==> src/rtl/evt_timer_pkg.sv <==
package evt_timer_pkg;

  // Register byte offsets; count and period halves step by one bus word.
  localparam int unsigned OFS_CNT  = 'h10;
  localparam int unsigned OFS_PRD  = 'h18;
  localparam int unsigned OFS_CTRL = 'h20;
  localparam int unsigned OFS_GCTL = 'h24;
  localparam int unsigned OFS_INTC = 'h44;

  // Position of the two-bit run mode inside the control word.
  localparam int unsigned MODE_LSB = 6;

  // Interrupt control/status bits.
  localparam int unsigned INTC_EN_BIT   = 0;
  localparam int unsigned INTC_FLAG_BIT = 1;

  typedef enum logic [1:0] {
    MODE_OFF  = 2'b00,
    MODE_ONCE = 2'b01,
    MODE_LOOP = 2'b10,
    MODE_RSVD = 2'b11
  } run_mode_e;

endpackage

==> src/rtl/evt_timer_half.sv <==
module evt_timer_half #(
  parameter int unsigned W = 32
) (
  input  logic         clk,
  input  logic         rst,
  input  logic         hold,
  input  logic         wr,
  input  logic [W-1:0] wdata,
  input  logic         clr,
  input  logic         inc,
  output logic [W-1:0] q
);

  // A held half stays at zero; software load beats reload and increment.
  always_ff @(posedge clk) begin
    if (rst || hold)  q <= '0;
    else if (wr)      q <= wdata;
    else if (clr)     q <= '0;
    else if (inc)     q <= q + W'(1);
  end

endmodule

==> src/rtl/evt_timer_irq.sv <==
module evt_timer_irq import evt_timer_pkg::*; (
  input  logic       clk,
  input  logic       rst,
  input  logic       expire,
  input  logic       cfg_wr,
  input  logic [1:0] cfg_wdata,
  output logic       int_en,
  output logic       int_flag,
  output logic       irq_o
);

  always_ff @(posedge clk) begin
    if (rst) begin
      int_en   <= 1'b0;
      int_flag <= 1'b0;
      irq_o    <= 1'b0;
    end else begin
      if (cfg_wr) int_en <= cfg_wdata[INTC_EN_BIT];
      if (expire)                              int_flag <= 1'b1;
      else if (cfg_wr && cfg_wdata[INTC_FLAG_BIT]) int_flag <= 1'b0;
      irq_o <= int_en & int_flag;
    end
  end

  AST_FLAG_STICKY: assert property (@(posedge clk) disable iff (rst)
    int_flag && !(cfg_wr && cfg_wdata[INTC_FLAG_BIT]) |=> int_flag);

  AST_IRQ_AFTER_EXPIRY: assert property (@(posedge clk) disable iff (rst)
    expire && int_en && !cfg_wr |=> ##1 irq_o);

endmodule

==> src/rtl/evt_timer_regs.sv <==
module evt_timer_regs import evt_timer_pkg::*; #(
  parameter int unsigned ADDR_W = 8,
  parameter int unsigned BUS_W  = 32,
  parameter int unsigned CNT_W  = 64
) (
  input  logic                       clk,
  input  logic                       rst,
  input  logic                       bus_wr,
  input  logic                       bus_rd,
  input  logic [ADDR_W-1:0]          bus_addr,
  input  logic [BUS_W-1:0]           bus_wdata,
  output logic [BUS_W-1:0]           bus_rdata,
  input  logic [CNT_W-1:0]           cnt,
  input  logic                       expire,
  input  logic                       int_en,
  input  logic                       int_flag,
  output run_mode_e                  mode,
  output logic [CNT_W/BUS_W-1:0]     rel,
  output logic [CNT_W-1:0]           prd,
  output logic [CNT_W/BUS_W-1:0]     cnt_wr,
  output logic                       int_wr
);

  localparam int unsigned NH     = CNT_W / BUS_W;
  localparam int unsigned STRIDE = BUS_W / 8;
  localparam int unsigned SH_W   = CNT_W - BUS_W;

  logic [NH-1:0]    hit_cnt, hit_prd;
  logic             hit_ctrl, hit_gctl, hit_intc;
  logic [BUS_W-1:0] ctrl_q;
  logic [NH-1:0]    gctl_q;
  logic [CNT_W-1:0] prd_q;
  logic [SH_W-1:0]  shadow_q;
  logic [BUS_W-1:0] rd_mux;

  generate
    for (genvar g = 0; g < NH; g++) begin : g_dec
      assign hit_cnt[g] = (bus_addr == ADDR_W'(OFS_CNT + STRIDE * g));
      assign hit_prd[g] = (bus_addr == ADDR_W'(OFS_PRD + STRIDE * g));
    end
  endgenerate

  assign hit_ctrl = (bus_addr == ADDR_W'(OFS_CTRL));
  assign hit_gctl = (bus_addr == ADDR_W'(OFS_GCTL));
  assign hit_intc = (bus_addr == ADDR_W'(OFS_INTC));

  assign cnt_wr = {NH{bus_wr}} & hit_cnt;
  assign int_wr = bus_wr & hit_intc;
  assign mode   = run_mode_e'(ctrl_q[MODE_LSB +: 2]);
  assign rel    = gctl_q;
  assign prd    = prd_q;

  always_comb begin
    rd_mux = '0;
    if (hit_ctrl) rd_mux = ctrl_q;
    if (hit_gctl) rd_mux[NH-1:0] = gctl_q;
    if (hit_intc) begin
      rd_mux[INTC_EN_BIT]   = int_en;
      rd_mux[INTC_FLAG_BIT] = int_flag;
    end
    if (hit_cnt[0]) rd_mux = cnt[BUS_W-1:0];
    for (int i = 1; i < NH; i++)
      if (hit_cnt[i]) rd_mux = shadow_q[(i-1)*BUS_W +: BUS_W];
    for (int i = 0; i < NH; i++)
      if (hit_prd[i]) rd_mux = prd_q[i*BUS_W +: BUS_W];
  end

  always_ff @(posedge clk) begin
    if (rst) begin
      ctrl_q    <= '0;
      gctl_q    <= '0;
      prd_q     <= '0;
      shadow_q  <= '0;
      bus_rdata <= '0;
    end else begin
      if (bus_wr && hit_ctrl)
        ctrl_q <= bus_wdata;
      else if (expire && mode == MODE_ONCE)
        ctrl_q[MODE_LSB +: 2] <= 2'b00;
      if (bus_wr && hit_gctl) gctl_q <= bus_wdata[NH-1:0];
      for (int i = 0; i < NH; i++)
        if (bus_wr && hit_prd[i]) prd_q[i*BUS_W +: BUS_W] <= bus_wdata;
      if (bus_rd && hit_cnt[0]) shadow_q <= cnt[CNT_W-1:BUS_W];
      if (bus_rd) bus_rdata <= rd_mux;
    end
  end

  AST_ONCE_SELF_CLEAR: assert property (@(posedge clk) disable iff (rst)
    expire && mode == MODE_ONCE && !(bus_wr && hit_ctrl) |=>
      ctrl_q[MODE_LSB +: 2] == 2'b00 &&
      ctrl_q[BUS_W-1:MODE_LSB+2] == $past(ctrl_q[BUS_W-1:MODE_LSB+2]) &&
      ctrl_q[MODE_LSB-1:0] == $past(ctrl_q[MODE_LSB-1:0]));

endmodule

==> src/rtl/evt_timer64.sv <==
module evt_timer64 import evt_timer_pkg::*; #(
  parameter int unsigned ADDR_W = 8,
  parameter int unsigned BUS_W  = 32,
  parameter int unsigned CNT_W  = 64
) (
  input  logic              clk,
  input  logic              rst,
  input  logic              bus_wr,
  input  logic              bus_rd,
  input  logic [ADDR_W-1:0] bus_addr,
  input  logic [BUS_W-1:0]  bus_wdata,
  output logic [BUS_W-1:0]  bus_rdata,
  output logic              irq_o
);

  localparam int unsigned NH = CNT_W / BUS_W;

  logic [CNT_W-1:0] cnt, prd;
  logic [NH-1:0]    rel, cnt_wr, carry;
  run_mode_e        mode;
  logic             run, expire, step, reload;
  logic             int_wr, int_en, int_flag;

  assign run    = (&rel) && (mode == MODE_ONCE || mode == MODE_LOOP);
  assign expire = run && (cnt == prd);
  assign step   = run && !expire;
  assign reload = expire && (mode == MODE_LOOP);
  assign carry[0] = step;

  generate
    for (genvar g = 0; g < NH; g++) begin : g_half
      if (g + 1 < NH) begin : g_carry
        assign carry[g+1] = carry[g] & (&cnt[g*BUS_W +: BUS_W]);
      end
      evt_timer_half #(.W(BUS_W)) u_half (
        .clk   (clk),
        .rst   (rst),
        .hold  (!rel[g]),
        .wr    (cnt_wr[g]),
        .wdata (bus_wdata),
        .clr   (reload),
        .inc   (carry[g]),
        .q     (cnt[g*BUS_W +: BUS_W])
      );
    end
  endgenerate

  evt_timer_regs #(.ADDR_W(ADDR_W), .BUS_W(BUS_W), .CNT_W(CNT_W)) u_regs (
    .clk       (clk),
    .rst       (rst),
    .bus_wr    (bus_wr),
    .bus_rd    (bus_rd),
    .bus_addr  (bus_addr),
    .bus_wdata (bus_wdata),
    .bus_rdata (bus_rdata),
    .cnt       (cnt),
    .expire    (expire),
    .int_en    (int_en),
    .int_flag  (int_flag),
    .mode      (mode),
    .rel       (rel),
    .prd       (prd),
    .cnt_wr    (cnt_wr),
    .int_wr    (int_wr)
  );

  evt_timer_irq u_irq (
    .clk       (clk),
    .rst       (rst),
    .expire    (expire),
    .cfg_wr    (int_wr),
    .cfg_wdata (bus_wdata[1:0]),
    .int_en    (int_en),
    .int_flag  (int_flag),
    .irq_o     (irq_o)
  );

  AST_HELD_ZERO: assert property (@(posedge clk) disable iff (rst)
    !rel[0] |=> cnt[BUS_W-1:0] == '0);

  AST_OFF_HOLDS: assert property (@(posedge clk) disable iff (rst)
    (&rel) && !run && !(|cnt_wr) |=> $stable(cnt));

  AST_STEP_ONE: assert property (@(posedge clk) disable iff (rst)
    step && !(|cnt_wr) && (&rel) |=> cnt == $past(cnt) + CNT_W'(1));

  AST_LOOP_RELOAD: assert property (@(posedge clk) disable iff (rst)
    reload && !(|cnt_wr) && (&rel) |=> cnt == '0);

endmodule

==> config.mk <==
export PLATFORM = sky130hd
export DESIGN_NAME = evt_timer64
export DESIGN_NICKNAME = d
export VERILOG_FILES = /design/src/rtl/evt_timer_pkg.sv /design/src/rtl/evt_timer_half.sv /design/src/rtl/evt_timer_irq.sv /design/src/rtl/evt_timer_regs.sv /design/src/rtl/evt_timer64.sv
export SDC_FILE = /design/constraint.sdc
export NUM_CORES = 1
export LEC_CHECK = 0
export BUFFER_PORTS_ARGS = -buffer_cell sky130_fd_sc_hd__buf_2
export CAP_MARGIN = 25
export CELL_PAD_IN_SITES_DETAIL_PLACEMENT = 0
export CELL_PAD_IN_SITES_GLOBAL_PLACEMENT = 1
export CORE_ASPECT_RATIO = 0.6
export CORE_MARGIN = 2
export CORE_UTILIZATION = 49
export DETAILED_ROUTE_END_ITERATION = 7
export PLACE_DENSITY = 0.94
export SETUP_SLACK_MARGIN = 0.05
export SYNTH_ARGS = -nofsm -noshare
export SYNTH_HDL_FRONTEND = slang
export SYNTH_SLANG_ARGS = --single-unit
==> constraint.sdc <==
create_clock -name clk -period 5 [get_ports clk]
set_clock_uncertainty 0.15 [all_clocks]
set_input_delay 0.25 -clock clk [delete_from_list [all_inputs] [get_ports clk]]
set_output_delay 0.25 -clock clk [all_outputs]
set_load 0.05 [all_outputs]
==> results of run 1 <==
critical path, cell delays in order (launching register included):
cell and delay [ns]:
dfxtp_1 0.40, xnor2_1 0.41, nand4_1 0.22, nor4_4 0.38
nand4_4 0.43, o21ai_2 0.69, buf_4 0.28, nor2_2 0.10
o41ai_1 0.42
metal layers:
metal	global-route usage [%]	part of all wire, %	up-vias
met2	47.6	38	892
li1	-	-	5519
met5	0	0	-
met4	8.25	2.3	0
met3	13.8	18	103
met1	55.4	42	5939
area by class of cell:
| type | count | area, um^2 | share of cell area [%] |
|---|---|---|---|
| antenna | 1 | 2.50 | 0.0186 |
| clock buffer | 32 | 649 | 4.83 |
| clock inverter | 8 | 140 | 1.04 |
| inverter | 10 | 37.5 | 0.279 |
| multi-input combinational | 1166 | 6650 | 49.5 |
| sequential | 229 | 4580 | 34.1 |
| tap | 322 | 403 | 3.00 |
| timing repair buffer | 141 | 971 | 7.23 |
path summary, 6_finish.rpt:
| check | endpoint | cells past startpoint | slack (ns) |
|---|---|---|---|
| setup / recovery | g_half[1].u_half.q[6]$_SDFFE_PP0P_ | 8 | 1.40 |
| setup reg to reg | g_half[1].u_half.q[6]$_SDFFE_PP0P_ | 8 | 1.40 |
| hold reg to reg | u_regs.ctrl_q[15]$_SDFFE_PP0P_ | 2 | 0.31 |
| hold / removal | u_regs.ctrl_q[6]$_SDFFE_PP0P_ | 2 | 0.04 |
cells in the mapped netlist, types with 13 or more instances:
master,number
o211ai_1,35
xnor2_1,69
and3_1,23
nand3_1,36
a21oi_1,185
dfxtp_1,229
clkbuf_1,73
nor2_1,81
nor3_1,38
a221oi_1,27
a211oi_1,13
mux2i_1,36
o21ai_0,34
nand4_1,40
a22oi_1,14
nand2_1,362
buf_2,54
sequential cells by signal (all words and copies together), names as in the netlist:
signal and cells:
g_half.u_half.q 64, u_irq.int_en 1, u_irq.int_flag 1, u_irq.irq_o 1, u_regs.bus_rdata 32, u_regs.ctrl_q 32
u_regs.prd 64, u_regs.rel 2, u_regs.shadow_q 32
cells by family after synthesis:
family                   synth area share (%)
buffers and inverters                    5.56
XOR/XNOR                                 5.74
flip-flops                               38.5
adder cells (fa/ha/maj)                 0.421
multiplexers                             3.03
AND/OR/NAND/NOR                          24.9
AO/OA/AOI/OAI                            21.8
per-stage QoR:
stage / power [uW] / setup WS [ns]
after floorplan: 2000 / 2.71
after CTS: 3940 / 1.53
final: 3950 / 1.40
after global routing: 4040 / 1.31
after detailed placement: 2100 / 1.58
after global placement: 2100 / 1.63
power groups by stage:
stage | logic [uW] | clock network (uW) | registers, uW
2_1_floorplan | 78.1 | 0 | 1920
3_3_place_gp | 215 | 0 | 1890
3_5_place_dp | 216 | 0 | 1890
4_1_cts | 235 | 1870 | 1840
5_1_grt | 253 | 1950 | 1840
6_report | 245 | 1860 | 1840
==> flow_metrics.env, run 1 <==
export IMPL_internal_power_uw=3010
export IMPL_num_vias=12453
export IMPL_regToRegStartpoint="g_half[0].u_half.q[20]$_SDFFE_PP0P_"
export IMPL_min_path_type="input pin to flop"
export IMPL_drive_gt1_share_pct=11.0
export IMPL_num_io_pins=77
export IMPL_combPwrFrac_pct=6.2
export IMPL_antenna_found_initial=1
export IMPL_fin_crit_sh_pct=72.1
export IMPL_die_area_um2=25600
export IMPL_rsz0062_at_grt="no"
export IMPL_slew_viol_final=0
export IMPL_place_congestion=1.01
export IMPL_drtAntennaViolNets=0
export IMPL_h_tree_depth=1
export IMPL_layout_commonest_cell="nand2_1"
export IMPL_syn_avg_cell_area_um2=7.70
export IMPL_tritoncts="yes"
export IMPL_synthFlopType="dfxtp_1"
export IMPL_timing_worst_slew_pin_value_ns=0.934
export IMPL_critPathLaunch="g_half[0].u_half.q[20]$_SDFFE_PP0P_"
export IMPL_relSlewSlack_pct=37.8
export IMPL_yosysWarnings=0
export IMPL_ctsLongestPathBuffers=3
export IMPL_endpoint_kind="flop"
export IMPL_fin_nets=1619
export IMPL_yosysSeqAreaShare_pct=38.5
export IMPL_track_usage_pct=36.5
export IMPL_crit_arrival_ns=3.86
export IMPL_p_leak_uw=0.00449
export IMPL_crit_required_ns=5.26
export IMPL_hpwlAfterDp_um=33400
export IMPL_p_clk_share_pct=47.1
export IMPL_syn_to_final_growth_pct=13.0
export IMPL_drc_errors=0
export IMPL_fillCellCount=2304
export IMPL_path_clk_slew_ns=0.06
export IMPL_post_cts_buffers=0
export IMPL_status="finished clean"
export IMPL_drt_iter0_markers=2096
export IMPL_seqPwrFrac_pct=46.7
export IMPL_final_cell_area_um2=13400
export IMPL_placed_cell_area_um2=12300
export IMPL_fmax_ghz=0.277
export IMPL_final_util_pct=56.0
export IMPL_cts_resized_gates=0
export IMPL_synth_edf_count=0
export IMPL_core_um2=24000
export IMPL_min_period_ns=3.60
export IMPL_synth_nets=1593
export IMPL_die_y_um=125
export IMPL_synth_top_area_share_pct=38.5
export IMPL_placedCellCount=1836
export IMPL_crit_type="flop to flop"
export IMPL_rows=44
export IMPL_synth_seq_cells=229
export IMPL_wl_per_cell_um=24.8
export IMPL_sw_frac_of_total_pct=23.8
export IMPL_wl_um=47400
export IMPL_setup_viol=0
export IMPL_grt_pass1_vias=11040
export IMPL_syn_area_um2=11900
export IMPL_dr_pass1_iters=6
export IMPL_hold_viol=0
export IMPL_fp_dieW_um=205
export IMPL_stdcell_count=1909
export IMPL_clock_latency_ns=0.54
export IMPL_post_drt_via_cell_ratio=6.52
export IMPL_ys_types=68
export IMPL_synth_top_cell_by_area="dfxtp_1"
export IMPL_cp_max_fo=17
export IMPL_cts_made_buffers=23
export IMPL_critPathLaunchType="flop"
export IMPL_net_switching_power_uw=941
export IMPL_holdWs_ns=0.0375
export IMPL_hold_buffers=32
export IMPL_final_cell_mix="nand2_1 (362), dfxtp_1 (229), a21oi_1 (185)"
export IMPL_netlist_instances=1545
export IMPL_ys_async_sr_fraction_pct=0
export IMPL_cts_sinks=229
export IMPL_tns_ns=0
export IMPL_cts_root_buf="clkbuf_16"
export IMPL_overflow=0
export IMPL_grt_max_degree=64
export IMPL_numPortBuffers=76
export IMPL_start_util_pct=49.6
export IMPL_yosys_top_cells_area="dfxtp_1 (39%), nand2_1 (11%), a21oi_1 (7.8%), xnor2_1 (5.1%), mux2i_1 (3.0%)"
export IMPL_max_cap_violations=0
export IMPL_min_from="rst"
export IMPL_ir_drop_v=0.000179
export IMPL_power_density_nw_per_um2=294
export IMPL_grt_pass1_wl_um=70400
Note: power is estimated with default switching activity, not from simulation.
==> inputs of run 2 (changes only) <==
- CORE_UTILIZATION: 49 -> 45
- PLACE_DENSITY: 0.94 -> 0.88
- clock period: 5 -> 3.65 ns (I/O delays scaled with it)
==> run 2 against run 1 <==
  * Count of clock-buffer cells in the layout up 1
  * Sequential power up 38%
  * Utilization shrank 3.1 points
  * Sequential cell count did not move
==> flow_metrics.env, run 2 (synthesis results as in run 1) <==
export IMPL_power_density_nw_per_um2=401
export IMPL_regToRegStartpoint="g_half[1].u_half.q[0]$_SDFFE_PP0P_"
export IMPL_crit_type="flop to flop"
export IMPL_hold_end="u_regs.rel[1]$_SDFFE_PP0P_"
export IMPL_status="finished clean"
export IMPL_die_area_um2=27800
export IMPL_clock_latency_ns=0.55
export IMPL_holdWs_ns=0.0259
export IMPL_rrSetupSlack_ns=0.33
export IMPL_dr_pass1_iters=6
export IMPL_path_buf_inv=1
export IMPL_crit_required_ns=3.93
export IMPL_antenna_cells=0
export IMPL_max_cap_violations=0
export IMPL_fin_crit_sh_pct=90.8
export IMPL_seqCellArea_um2=4580
export IMPL_holdPathStages=5
export IMPL_start_util_pct=45.4
export IMPL_ir_drop_v=0.000328
export IMPL_min_period_ns=3.32
export IMPL_drc_errors=0
export IMPL_critPathLaunchType="flop"
export IMPL_slowest_delay_ns=0.61
export IMPL_drtAntennaViolNets=0
export IMPL_wl_um=50800
export IMPL_rsz0062_at_grt="no"
export IMPL_drt_met1_wl_um=22700
export IMPL_slew_viol_final=0
export IMPL_reg2regPathDepth=8
export IMPL_h_tree_depth=1
export IMPL_grt_pass1_vias=11208
export IMPL_r2r_end="g_half[1].u_half.q[5]$_SDFFE_PP0P_"
export IMPL_overflow=0
export IMPL_cp_max_fo=20
export IMPL_syn_to_final_growth_pct=16.4
export IMPL_post_cts_buffers=0
export IMPL_hold_viol=0
export IMPL_drive_gt1_share_pct=13.1
export IMPL_track_usage_pct=36.6
export IMPL_endpoint_kind="flop"
export IMPL_path_clk_slew_ns=0.06
export IMPL_multi_input_area_um2=6650
export IMPL_setup_viol=0
export IMPL_tns_ns=0
export IMPL_fmax_ghz=0.302
export IMPL_critical_path_top_delay_family="simple AND/OR/NAND/NOR gates"
export IMPL_crit_chain="xnor2_1 > nand4_1 > nor4_4 > nand4_4 > o21ai_2 > buf_4 > nor2_2 > o41ai_1"
export IMPL_grt_max_degree=68
export IMPL_cts_made_buffers=24
export IMPL_critPathLaunch="g_half[1].u_half.q[0]$_SDFFE_PP0P_"
export IMPL_timing_worst_slew_pin_value_ns=1.03
export IMPL_numPortBuffers=76
export IMPL_hpwlAfterDp_um=36300
export IMPL_antenna_found_initial=2
export IMPL_cts_sinks=229
export IMPL_cts_root_buf="clkbuf_16"
export IMPL_maxUsedRoutingLayer="met5"
export IMPL_fillCellCount=2547
export IMPL_core_um2=26200
export IMPL_wl_per_cell_um=25.5
export IMPL_layout_commonest_cell="nand2_1"
export IMPL_drt_iter0_markers=2118
export IMPL_fin_nets=1663
export IMPL_die_y_um=130
export IMPL_min_path_type="input pin to flop"
export IMPL_final_cell_mix="nand2_1 (362), dfxtp_1 (229), a21oi_1 (185)"
export IMPL_p_leak_uw=0.00473
export IMPL_rows=46
export IMPL_grt_pass1_wl_um=74800
export IMPL_num_vias=12526
export IMPL_wl_met2_um=18600
export IMPL_relSlewSlack_pct=31.6
export IMPL_crit_arrival_ns=3.60
export IMPL_slowest_stage="dfxtp_1"
export IMPL_min_from="bus_addr[0]"
export IMPL_post_drt_via_cell_ratio=6.29
export IMPL_num_io_pins=77
export IMPL_place_congestion=1.02
export IMPL_route_met3_wl_um=8360
export IMPL_ctsLongestPathBuffers=3
export IMPL_fp_dieW_um=214
export IMPL_tritoncts="yes"
## run 2: worst min-delay path: cells and delay by family
family / cells / cell delay (ns)
AND/OR/NAND/NOR: 3 / 0.32
buffers and inverters: 1 / 0.09
multiplexers: 1 / 0.09
## run 2: worst max-delay path by stage
stage,endpoint,cells after the start
4_1_cts,g_half[1].u_half.q[5]$_SDFFE_PP0P_,8
2_1_floorplan,g_half[1].u_half.q[19]$_SDFFE_PP0P_,8
3_3_place_gp,g_half[1].u_half.q[26]$_SDFFE_PP0P_,8
6_report,g_half[1].u_half.q[5]$_SDFFE_PP0P_,8
5_1_grt,g_half[1].u_half.q[8]$_SDFFE_PP0P_,8
3_5_place_dp,g_half[1].u_half.q[5]$_SDFFE_PP0P_,8
## run 2: cell type report
cell class | instances | area share [%]
timing repair buffer | 184 | 9.32
clock inverter | 9 | 1.08
sequential | 229 | 33.1
multi-input combinational | 1166 | 48.0
tap | 360 | 3.25
clock buffer | 33 | 4.95
inverter | 10 | 0.271
## run 2: routing by layer
layer  vias up  track usage [%]
met5         -                0
met4         4             7.92
met3        98             13.8
met2       893             47.2
met1      5928             56.1
li1       5603                -
## run 2: what timing repair did
action / 4_1_cts / 5_1_grt
gates resized for setup: 0 / 0
setup endpoints to repair: 0 / 0
hold buffers: 37 / 0
endpoints found under the hold margin: 174 / 0
## run 2: power breakdown
part	switching, uW	internal [uW]	total (uW)
clock network	1100	1590	2690
registers	10.9	2520	2530
logic	244	96.6	340
total	1350	4200	5560
## run 2: through the flow
step	utilization, %	power, uW	std cells	worst slack, ns	cell area (um^2)
floorplan	-	2740	1545	1.36	11900
global placement	48.3	2880	1912	0.524	12600
detailed placement	48.3	2880	1912	0.470	12600
CTS	52.9	5550	1991	0.451	13800
global route	52.9	5680	1991	0.244	13800
finish	52.9	5560	1991	0.334	13800
==> inputs of run 3 (changes only) <==
- RECOVER_POWER: default -> 25
==> run 3 against run 2 <==
  * Die area is the same
  * First-iteration DRC count is 4.6% lower
  * Via count is essentially flat
  * Clock power about the same
  * Sequential share of layout area up 0.16 points
  * Critical path depth rose by 3
  * The run now ends with capacitance limit, slew limit left
  * Global-route usage stayed put
  * Count of clock-buffer cells in the layout unchanged
==> flow_metrics.env, run 3 (synthesis results as in run 1) <==
export IMPL_regToRegStartpoint="g_half[0].u_half.q[0]$_SDFFE_PP0P_"
export IMPL_wl_per_cell_um=25.5
export IMPL_internal_power_uw=4200
export IMPL_fin_total_pwr_uw=5550
export IMPL_seqPwrFrac_pct=45.5
export IMPL_placed_cell_area_um2=12600
export IMPL_wl_um=50800
export IMPL_start_util_pct=45.4
export IMPL_r2r_end="g_half[1].u_half.q[5]$_SDFFE_PP0P_"
export IMPL_hold_end="u_regs.rel[1]$_SDFFE_PP0P_"
export IMPL_max_cap_violations=1
export IMPL_setup_viol=0
export IMPL_cts_made_buffers=24
export IMPL_min_period_ns=3.30
export IMPL_num_vias=12538
export IMPL_numPortBuffers=76
export IMPL_min_path_type="input pin to flop"
export IMPL_final_cell_area_um2=13800
export IMPL_layout_commonest_cell="nand2_1"
export IMPL_overflow=0
export IMPL_crit_arrival_ns=3.60
export IMPL_status="finished with violations"
export IMPL_cts_sinks=229
export IMPL_grt_pass1_wl_um=74800
export IMPL_fin_nets=1663
export IMPL_cp_max_fo=17
export IMPL_tritoncts="yes"
export IMPL_holdWs_ns=0.0179
export IMPL_net_switching_power_uw=1350
export IMPL_slew_viol_final=47
export IMPL_relSlewSlack_pct=-43.4
export IMPL_final_cell_mix="nand2_1 (362), dfxtp_1 (229), a21oi_1 (185)"
export IMPL_cts_root_buf="clkbuf_16"
export IMPL_p_leak_uw=0.00458
export IMPL_post_drt_via_cell_ratio=6.30
export IMPL_syn_to_final_growth_pct=15.9
export IMPL_timing_worst_slew_pin_value_ns=2.15
export IMPL_drtAntennaViolNets=0
export IMPL_fin_crit_sh_pct=90.3
export IMPL_cts_resized_gates=0
export IMPL_violations="capacitance limit, slew limit"
export IMPL_power_density_nw_per_um2=403
export IMPL_holdPathStages=5
export IMPL_ctsLongestPathBuffers=3
export IMPL_antenna_cells=0
export IMPL_endpoint_kind="flop"
export IMPL_clock_latency_ns=0.55
export IMPL_crit_type="input pin to flop"
export IMPL_rrSetupSlack_ns=0.37
export IMPL_die_area_um2=27800
export IMPL_core_um2=26200
export IMPL_hold_viol=0
export IMPL_crit_required_ns=3.95
export IMPL_grt_pass1_vias=11208
export IMPL_fp_dieW_um=214
export IMPL_rsz0062_at_grt="no"
export IMPL_p_clk_share_pct=48.4
export IMPL_reg2regPathDepth=8
export IMPL_ir_drop_v=0.000329
export IMPL_min_from="bus_addr[0]"
export IMPL_critPathLaunchType="input pin"
export IMPL_path_clk_slew_ns=0.06
export IMPL_die_y_um=130
export IMPL_rows=46
export IMPL_drive_gt1_share_pct=10.7
export IMPL_tns_ns=0
export IMPL_sw_frac_of_total_pct=24.3
export IMPL_combPwrFrac_pct=6.1
export IMPL_grt_max_degree=68
export IMPL_fmax_ghz=0.303
export IMPL_dr_pass1_iters=6
export IMPL_drc_errors=0
export IMPL_antenna_found_initial=2
export IMPL_num_io_pins=77
export IMPL_h_tree_depth=1
export IMPL_drt_iter0_markers=2020
export IMPL_track_usage_pct=36.6
export IMPL_place_congestion=1.02
export IMPL_hpwlAfterDp_um=36300
==> run 3: power groups by stage <==
stage | clock network [uW] | logic (uW) | registers (uW)
global placement | 0 | 298 | 2580
floorplan | 0 | 107 | 2640
CTS | 2700 | 329 | 2530
detailed placement | 0 | 299 | 2580
finish | 2690 | 336 | 2530
global route | 2800 | 348 | 2530
==> run 3: what timing repair did <==
action                                 4_1_cts  5_1_grt
setup buffers                                0        0
hold buffers                                37        0
endpoints found under the hold margin      174        0
==> run 3: per-layer routing <==
metal / routed length, um / vias to the layer above / global-route usage (%)
li1: - / 5615 / -
met1: 22400 / 5928 / 56.1
met2: 18800 / 897 / 47.2
met3: 8510 / 94 / 13.8
met4: 1100 / 4 / 7.92
met5: 30 / - / 0
==> run 3: layout make-up <==
class | count | area (um^2)
Clock buffer | 33 | 686
Clock inverter | 9 | 149
Fill cell | 2561 | 12400
Inverter | 10 | 37.5
Multi-Input combinational cell | 1166 | 6640
Sequential cell | 229 | 4580
Tap cell | 360 | 450
Timing Repair Buffer | 184 | 1230
==> run 3: worst max path at each step <==
stage | to | slack (ns) | cells after the start | startpoint
after floorplan | g_half[1].u_half.q[19]$_SDFFE_PP0P_ | 1.36 | 8 | g_half[0].u_half.q[0]$_SDFFE_PP0P_
after global placement | g_half[1].u_half.q[26]$_SDFFE_PP0P_ | 0.52 | 8 | g_half[1].u_half.q[0]$_SDFFE_PP0P_
after detailed placement | g_half[1].u_half.q[5]$_SDFFE_PP0P_ | 0.47 | 8 | g_half[1].u_half.q[0]$_SDFFE_PP0P_
after CTS | g_half[1].u_half.q[5]$_SDFFE_PP0P_ | 0.45 | 8 | g_half[1].u_half.q[0]$_SDFFE_PP0P_
after global routing | u_regs.prd[5]$_SDFFE_PP0P_ | 0.15 | 11 | bus_addr[6]
final | u_regs.prd[3]$_SDFFE_PP0P_ | 0.35 | 11 | bus_addr[6]
==> run 3: worst max-delay path, stage by stage <==
cell and delay, ns:
dlygate4sd3_1 0.53, clkbuf_1 0.12, nor4b_1 0.51, nand3_1 0.19, buf_4 0.27, nor2_1 0.11, clkbuf_1 0.57, and2_0 0.24
clkbuf_1 0.61, nand2_1 0.11, a21oi_1 0.14
==> run 3: stage by stage <==
| stage | std cells | util [%] | setup slack (ns) |
|---|---|---|---|
| finish | 1991 | 52.6 | 0.353 |
| global route | 1991 | 52.6 | 0.148 |
| CTS | 1991 | 52.9 | 0.451 |
| detailed placement | 1912 | 48.3 | 0.470 |
| global placement | 1912 | 48.3 | 0.524 |
| floorplan | 1545 | - | 1.36 |
